--- src/rtl/pi_line_dropper.sv ---
module pi_line_dropper #(
  parameter int DW = 32,
  parameter int WW = 12,
  parameter int HW = 12,
  parameter bit START_F1 = 1'b0,
  parameter bit PASS_IL = 1'b1,
  parameter bit OVERRIDE = 1'b1
) (
  input  logic          clk,
  input  logic          rst,
  input  logic          ilace_en,
  input  logic [DW-1:0] in_data,
  input  logic          in_valid,
  input  logic          in_sop,
  input  logic          in_eop,
  output logic          in_ready,
  output logic [DW-1:0] out_data,
  output logic          out_valid,
  output logic          out_sop,
  output logic          out_eop,
  input  logic          out_ready
);
  // DW must be at least WW + HW + 4.
  localparam int CODE_LSB = WW + HW;
  localparam logic [3:0] T_CTL = 4'hF;
  localparam logic [3:0] T_VID = 4'h0;

  typedef enum logic [2:0] {S_IDLE, S_HELD, S_CPAY, S_PASS, S_DROP, S_FIELD} st_t;
  typedef enum logic [1:0] {M_PASS, M_DROP, M_FIELD} mode_t;

  st_t st;
  logic en_q, res_known, last_il, next_par, plan_vld, plan_par, fpar, done;
  mode_t plan_mode;
  logic [WW-1:0] cur_w, pix;
  logic [HW-1:0] cur_h, line, last_keep;

  logic [WW-1:0] pw;
  logic [HW-1:0] ph, hout, hm1, lk;
  logic [HW:0] ph_up;
  logic [3:0] pcode, in_type;
  logic res_chg, d_par, v_par, keep, at_last, acc, commit;
  mode_t d_mode, v_mode;

  assign pw      = in_data[WW-1:0];
  assign ph      = in_data[WW +: HW];
  assign pcode   = in_data[CODE_LSB +: 4];
  assign in_type = in_data[3:0];
  assign res_chg = !res_known || (pw != cur_w) || (ph != cur_h);
  assign ph_up   = {1'b0, ph} + 1'b1;
  assign hout    = d_par ? (ph >> 1) : ph_up[HW:1];
  assign hm1     = cur_h - 1'b1;
  assign lk      = (hm1[0] == v_par) ? hm1 : hm1 - 1'b1;
  assign keep    = !done && (line[0] == fpar);
  assign at_last = (line == last_keep) && (pix == cur_w - 1'b1);
  assign acc     = in_valid && in_ready;
  assign commit  = acc && ((st == S_CPAY) || (st == S_HELD));

  always_comb begin
    if (!en_q) d_mode = M_PASS;
    else if (pcode[3]) d_mode = PASS_IL ? M_PASS : M_DROP;
    else d_mode = M_FIELD;
    if (OVERRIDE && pcode == 4'b0000) d_par = 1'b0;
    else if (OVERRIDE && pcode == 4'b0001) d_par = 1'b1;
    else if (res_chg) d_par = START_F1;
    else d_par = next_par;
  end

  always_comb begin
    if (plan_vld) begin
      v_mode = plan_mode;
      v_par  = plan_par;
    end else begin
      v_par = next_par;
      if (!ilace_en || !res_known) v_mode = M_PASS;
      else if (last_il) v_mode = PASS_IL ? M_PASS : M_DROP;
      else v_mode = M_FIELD;
    end
  end

  always_comb begin
    out_valid = 1'b0;
    out_data  = in_data;
    out_sop   = in_sop;
    out_eop   = in_eop;
    in_ready  = 1'b1;
    case (st)
      S_IDLE:
        if (in_sop && in_type != T_CTL && !(in_type == T_VID && v_mode == M_DROP)) begin
          out_valid = in_valid;
          in_ready  = out_ready;
        end
      S_HELD:
        if (in_valid && d_mode != M_DROP) begin
          out_valid = 1'b1;
          out_data  = '0;
          out_data[3:0] = T_CTL;
          out_sop   = 1'b1;
          out_eop   = 1'b0;
          in_ready  = 1'b0;
        end
      S_CPAY: begin
        out_valid = in_valid;
        in_ready  = out_ready;
        out_sop   = 1'b0;
        if (d_mode == M_FIELD) begin
          out_data[CODE_LSB +: 4] = {3'b100, d_par};
          out_data[WW +: HW] = hout;
        end
      end
      S_PASS: begin
        out_valid = in_valid;
        in_ready  = out_ready;
      end
      S_FIELD:
        if (keep) begin
          out_valid = in_valid;
          in_ready  = out_ready;
          out_sop   = 1'b0;
          out_eop   = in_eop || at_last;
        end
      default: ;
    endcase
  end

  always_ff @(posedge clk) begin
    if (rst) begin
      st        <= S_IDLE;
      en_q      <= 1'b0;
      res_known <= 1'b0;
      last_il   <= 1'b0;
      next_par  <= START_F1;
      plan_vld  <= 1'b0;
      plan_mode <= M_PASS;
      plan_par  <= 1'b0;
      fpar      <= 1'b0;
      done      <= 1'b0;
      cur_w     <= '0;
      cur_h     <= '0;
      pix       <= '0;
      line      <= '0;
      last_keep <= '0;
    end else begin
      if (commit) begin
        cur_w     <= pw;
        cur_h     <= ph;
        res_known <= 1'b1;
        last_il   <= pcode[3];
        plan_vld  <= 1'b1;
        plan_mode <= d_mode;
        plan_par  <= d_par;
        if (d_mode != M_FIELD && res_chg) next_par <= START_F1;
      end
      case (st)
        S_IDLE:
          if (acc && in_sop) begin
            if (in_type == T_CTL) begin
              en_q <= ilace_en;
              st   <= in_eop ? S_IDLE : S_HELD;
            end else if (in_type == T_VID) begin
              plan_vld <= 1'b0;
              if (v_mode == M_FIELD) begin
                fpar      <= v_par;
                next_par  <= !v_par;
                pix       <= '0;
                line      <= '0;
                done      <= 1'b0;
                last_keep <= lk;
                st <= in_eop ? S_IDLE : S_FIELD;
              end else if (v_mode == M_DROP) begin
                st <= in_eop ? S_IDLE : S_DROP;
              end else begin
                st <= in_eop ? S_IDLE : S_PASS;
              end
            end else begin
              st <= in_eop ? S_IDLE : S_PASS;
            end
          end
        S_HELD:
          if (acc) st <= in_eop ? S_IDLE : S_DROP;
          else if (in_valid && out_ready) st <= S_CPAY;
        S_CPAY:
          if (acc) st <= in_eop ? S_IDLE : S_PASS;
        S_PASS, S_DROP:
          if (acc && in_eop) st <= S_IDLE;
        S_FIELD:
          if (acc) begin
            if (in_eop) st <= S_IDLE;
            if (keep && at_last) done <= 1'b1;
            if (pix == cur_w - 1'b1) begin
              pix  <= '0;
              line <= line + 1'b1;
            end else begin
              pix <= pix + 1'b1;
            end
          end
        default: st <= S_IDLE;
      endcase
    end
  end

  logic out_open;
  always_ff @(posedge clk) begin
    if (rst) out_open <= 1'b0;
    else if (out_valid && out_ready) out_open <= !out_eop;
  end

  a_r9_stall_hold: assert property (@(posedge clk) disable iff (rst)
    out_valid && !out_ready |=> out_valid && $stable(out_data) && $stable(out_sop) && $stable(out_eop));
  a_r9_framing: assert property (@(posedge clk) disable iff (rst)
    out_valid && out_sop |-> !out_open);
  a_r9_drop_sink: assert property (@(posedge clk) disable iff (rst)
    st == S_DROP |-> in_ready && !out_valid);
  a_r3_pix_bound: assert property (@(posedge clk) disable iff (rst)
    st == S_FIELD |-> pix < cur_w);
  a_r1_kept_parity: assert property (@(posedge clk) disable iff (rst)
    st == S_FIELD && out_valid |-> line[0] == fpar);
  a_r7_transparent: assert property (@(posedge clk) disable iff (rst)
    st == S_PASS |-> out_data == in_data && out_valid == in_valid && in_ready == out_ready);
endmodule

--- config.mk ---
export PLATFORM = sky130hd
export DESIGN_NAME = pi_line_dropper
export DESIGN_NICKNAME = d
export VERILOG_FILES = /design/src/rtl/pi_line_dropper.sv
export SDC_FILE = /design/constraint.sdc
export NUM_CORES = 1
export LEC_CHECK = 0
export BUFFER_PORTS_ARGS = -buffer_cell sky130_fd_sc_hd__buf_2
export CAP_MARGIN = 20
export CORE_UTILIZATION = 35
export DETAILED_ROUTE_END_ITERATION = 10
export RECOVER_POWER = 25
export SETUP_SLACK_MARGIN = 0.15
export SLEW_MARGIN = 20
export SYNTH_ARGS = -nofsm -noshare
export SYNTH_HDL_FRONTEND = slang
export SYNTH_SLANG_ARGS = --single-unit
--- constraint.sdc ---
create_clock -name clk -period 4.3 [get_ports clk]
set_input_delay 0 -clock clk [delete_from_list [all_inputs] [get_ports clk]]
set_output_delay 0 -clock clk [all_outputs]
set_load 0.03 [all_outputs]
==> metrics.log <==
[metrics] Net Count, Synth: 722
[metrics] starting density of the core: 35.9%
[metrics] crit-path max FO: 30
[metrics] via count of the routed design: 5049
[metrics] Layout Skew: 0.00898 ns
[metrics] iteration count of the initial detailed-routing pass: 5
[metrics] violated checks: capacitance limit, slew limit
[metrics] area of the core region: 14500 um^2
[metrics] Synth async-reset ratio: 0%
[metrics] final hold vios: 0
[metrics] routability cong.: 0.854
[metrics] final WL: 14.4 mm
[metrics] Clock Tree Root: sky130_fd_sc_hd__clkbuf_16
[metrics] antenna violations before repair: 0
[metrics] site row count: 44
[metrics] post-synthesis instance total: 677
[metrics] WP buf/inv: 2
[metrics] sequential fraction of the synthesis area: 27.6%
[metrics] upper clock frequency limit: 290 MHz
[metrics] routed length per placed instance: 15.5 um
[metrics] number of clock sinks seen by CTS: 72
[metrics] number of design rule violations left after detail routing: 0
[metrics] area of the die: 15400 um^2
[metrics] post-CTS clock slew at the launch and capture registers of the worst setup and hold paths: 0.06 ns
[metrics] Diodes inserted: 0
[metrics] post-detailed-placement cell area: 5670 um^2
[metrics] setup repair after global routing missed its margin: no
[metrics] CP Depth: 8
[metrics] status: finished with violations
[metrics] Placed Instances: 896
[metrics] Max-Slew Margin vs Limit: -40.6%
[metrics] final worst path period need: 3.45 ns
[metrics] leakage power figure: 2.41 nW
[metrics] post-synthesis sequential element count: 72
[metrics] post-synthesis to final-layout area growth: 17.7%
[metrics] power density normalized to cell area: 303 nW/um^2
[metrics] die height: 124 um
[metrics] setup tns final: 0 ns
[metrics] Cell variety after synth: 67
[metrics] Global Route Usage Sum: 19.7%
[metrics] startpoint of the worst setup timing path: st[2]
[metrics] CTS H-tree lvls: 3
[metrics] ANT nets after route: 0
[metrics] Reg2Reg Capture Point: plan_mode[1]
[metrics] pin slew with the least headroom to its limit: 2.11 ns
[metrics] delay of the slowest cell on the worst path: 1.53 ns
[metrics] number of port buffers: 74
[metrics] setup fix buffers added after clock tree synthesis: 0
[metrics] startpoint class of the critical path: register
[metrics] Peak supply drop: 166 uV
[metrics] maximum number of pins on one net before global-route repair: 61
[metrics] number of buffers created by CTS: 9
[metrics] Worst Hold Class: input port to register
[metrics] top cell family by delay on the critical path: buffers and inverters
[metrics] most frequent standard cell in the layout excluding fill and tap cells: sky130_fd_sc_hd__dfxtp_1
[metrics] cell with the largest stage delay on the worst path: sky130_fd_sc_hd__clkbuf_1
[metrics] Iter 0 DRT Violations: 304
[metrics] worst-case clock buffer depth: 2
[metrics] commonest non-fill, non-tap cells in the layout: 72 x sky130_fd_sc_hd__dfxtp_1, 67 x sky130_fd_sc_hd__nor2_1, 59 x sky130_fd_sc_hd__buf_2, 58 x sky130_fd_sc_hd__nand2_1, 58 x sky130_fd_sc_hd__xnor2_1
[metrics] Post-Layout Cell Count: 932
[metrics] Max Transition Viols Final: 31
[metrics] I/O pins: 75
[metrics] fraction of final layout cells with drive strength greater than 1: 12.7%
[metrics] total overflow reported by the global router: 0
[metrics] Warnings, synthesis: 0
[metrics] Critical Path AT: 3.66 ns
[metrics] insertion delay to the later sink of the worst-skew pair: 0.35 ns
[metrics] count of flip-flops with a built-in enable after synthesis: 0
[metrics] vias in the first global route: 4489
[metrics] Mean Syn Cell Area: 7.70 um^2
[metrics] nets@finish: 788
[metrics] period utilisation layout: 80.1%
[metrics] area of the mapped netlist: 5210 um^2
[metrics] x dimension of the die: 124 um
[metrics] end of the critical path: plan_mode[1]
[metrics] critical path start-end classification: register to register
[metrics] Critical Path Most Common Cell: sky130_fd_sc_hd__nor2_1
[metrics] post-DP HPWL: 10.4 mm
[metrics] Reg2Reg Depth: 8
[metrics] filler instances: 1539
[metrics] ordered cell list for the critical path: inv_1 -> nand3_1 -> o21ai_0 -> o211ai_1 -> clkbuf_1 -> nor2_1 -> a21oi_1 -> nor2_1
[metrics] final instance area: 6130 um^2
[metrics] CTS tree: yes
[metrics] Max Cap Violations: 1
[metrics] leading register cell type out of synthesis: sky130_fd_sc_hd__dfxtp_1
[metrics] average via count per standard cell: 5.42
[metrics] first-pass GRT wire length: 23.5 mm
[metrics] final count of negative-setup-slack endpoints: 0
[metrics] critical path endpoint category: register
[metrics] launching point of the worst reg2reg path: st[2]
[metrics] Required @ worst endpoint: 4.51 ns
[metrics] slack of the worst reg-to-reg path: 0.85 ns
[stage by stage]
| step | utilization (%) | total power [mW] | hold WS [ns] | worst slack (ns) |
|---|---|---|---|---|
| 5_1_grt | 42.2 | 1.94 | 0.0308 | 0.549 |
| 4_1_cts | 42.4 | 1.88 | 0.00472 | 0.927 |
| 6_report | 42.2 | 1.86 | 0.00606 | 0.855 |
| 3_5_place_dp | 39.0 | 1.11 | 0.282 | 0.939 |
| 2_1_floorplan | - | 0.995 | 0.112 | 1.69 |
| 3_3_place_gp | 39.0 | 1.11 | 0.276 | 1.01 |
[state kept, by name (all words and copies together), names as in the netlist]
register and cells:
cur_h 12, cur_w 12, done 1, en_q 1, fpar 1, last_il 1
last_keep 12, line 12, next_par 1, pix 12, plan_mode 1, plan_par 1
plan_vld 1, res_known 1, st 3
[cell type report]
type / count / area, um^2 / share of cell area [%]
clock buffers: 9 / 225 / 3.67
clock inverters: 7 / 72.6 / 1.18
inverters: 16 / 60.1 / 0.979
multi-input cells: 544 / 3520 / 57.4
flip-flops and latches: 72 / 1440 / 23.5
well taps: 184 / 230 / 3.75
repair buffers: 100 / 582 / 9.48
[layer usage]
layer  part of all wire [%]  vias to the layer above  global-route usage, %
met5                      0                        -                      0
met4                    1.8                        0                   7.37
met3                    5.0                       17                   3.66
li1                       -                     2554                      -
met1                     48                     2317                   27.3
met2                     45                      161                   30.2
[report_power, final]
part	switching [mW]	internal (mW)	total, mW
clock network	0.305	0.447	0.753
registers	0.0183	0.677	0.695
logic	0.255	0.155	0.410
[synthesized netlist by cell type, types with 8 or more instances]
cell type	count	area (um^2)
sky130_fd_sc_hd__nand4_1	23	144
sky130_fd_sc_hd__nand3_1	34	170
sky130_fd_sc_hd__xnor2_1	58	508
sky130_fd_sc_hd__mux2i_1	33	330
sky130_fd_sc_hd__nor3_1	19	95.1
sky130_fd_sc_hd__clkbuf_1	33	124
sky130_fd_sc_hd__xor2_1	22	193
sky130_fd_sc_hd__nor2b_1	15	93.8
sky130_fd_sc_hd__nor2_1	67	251
sky130_fd_sc_hd__or3_1	9	56.3
sky130_fd_sc_hd__or2_2	10	62.6
sky130_fd_sc_hd__nor4_1	9	56.3
sky130_fd_sc_hd__nand2_1	58	218
sky130_fd_sc_hd__and2_1	8	50.1
sky130_fd_sc_hd__o21ai_0	21	105
sky130_fd_sc_hd__a21oi_1	40	200
sky130_fd_sc_hd__dfxtp_1	72	1440
sky130_fd_sc_hd__inv_1	16	60.1
[logic make-up (layout without fill, tap and decap cells)]
family	Yosys count	in the layout	share of synthesized area, %
buffers and inverters	61	132	4.78
AO/OA/AOI/OAI	122	122	15.3
AND/OR/NAND/NOR	303	303	31.1
flip-flops	72	72	27.6
adder cells (fa/ha/maj)	6	6	1.44
multiplexers	33	33	6.34
XOR/XNOR	80	80	13.4
[worst reg2reg max path, stage by stage, from the launching register on]
cell	delay [ns]
sky130_fd_sc_hd__dfxtp_1	0.63
sky130_fd_sc_hd__inv_1	0.23
sky130_fd_sc_hd__nand3_1	0.15
sky130_fd_sc_hd__o21ai_0	0.16
sky130_fd_sc_hd__o211ai_1	0.21
sky130_fd_sc_hd__clkbuf_1	1.53
sky130_fd_sc_hd__nor2_1	0.15
sky130_fd_sc_hd__a21oi_1	0.20
sky130_fd_sc_hd__nor2_1	0.06
[worst min-delay path by stage]
stage,end,slack (ns),startpoint,cells past startpoint
floorplan,plan_vld,0.11,out_ready,1
CTS,cur_h[5],0.005,in_data[17],3
global route,cur_h[6],0.03,in_data[18],3
finish,cur_h[6],0.006,in_data[18],3
global placement,cur_w[6],0.28,in_data[6],3
detailed placement,cur_w[6],0.28,in_data[6],3
[repair_timing]
item / 4_1_cts / 5_1_grt
hold endpoints to repair: 20 / 0
resized for setup: 0 / 0
hold buffers: 20 / 0
Note: power is estimated with default switching activity, not from simulation.
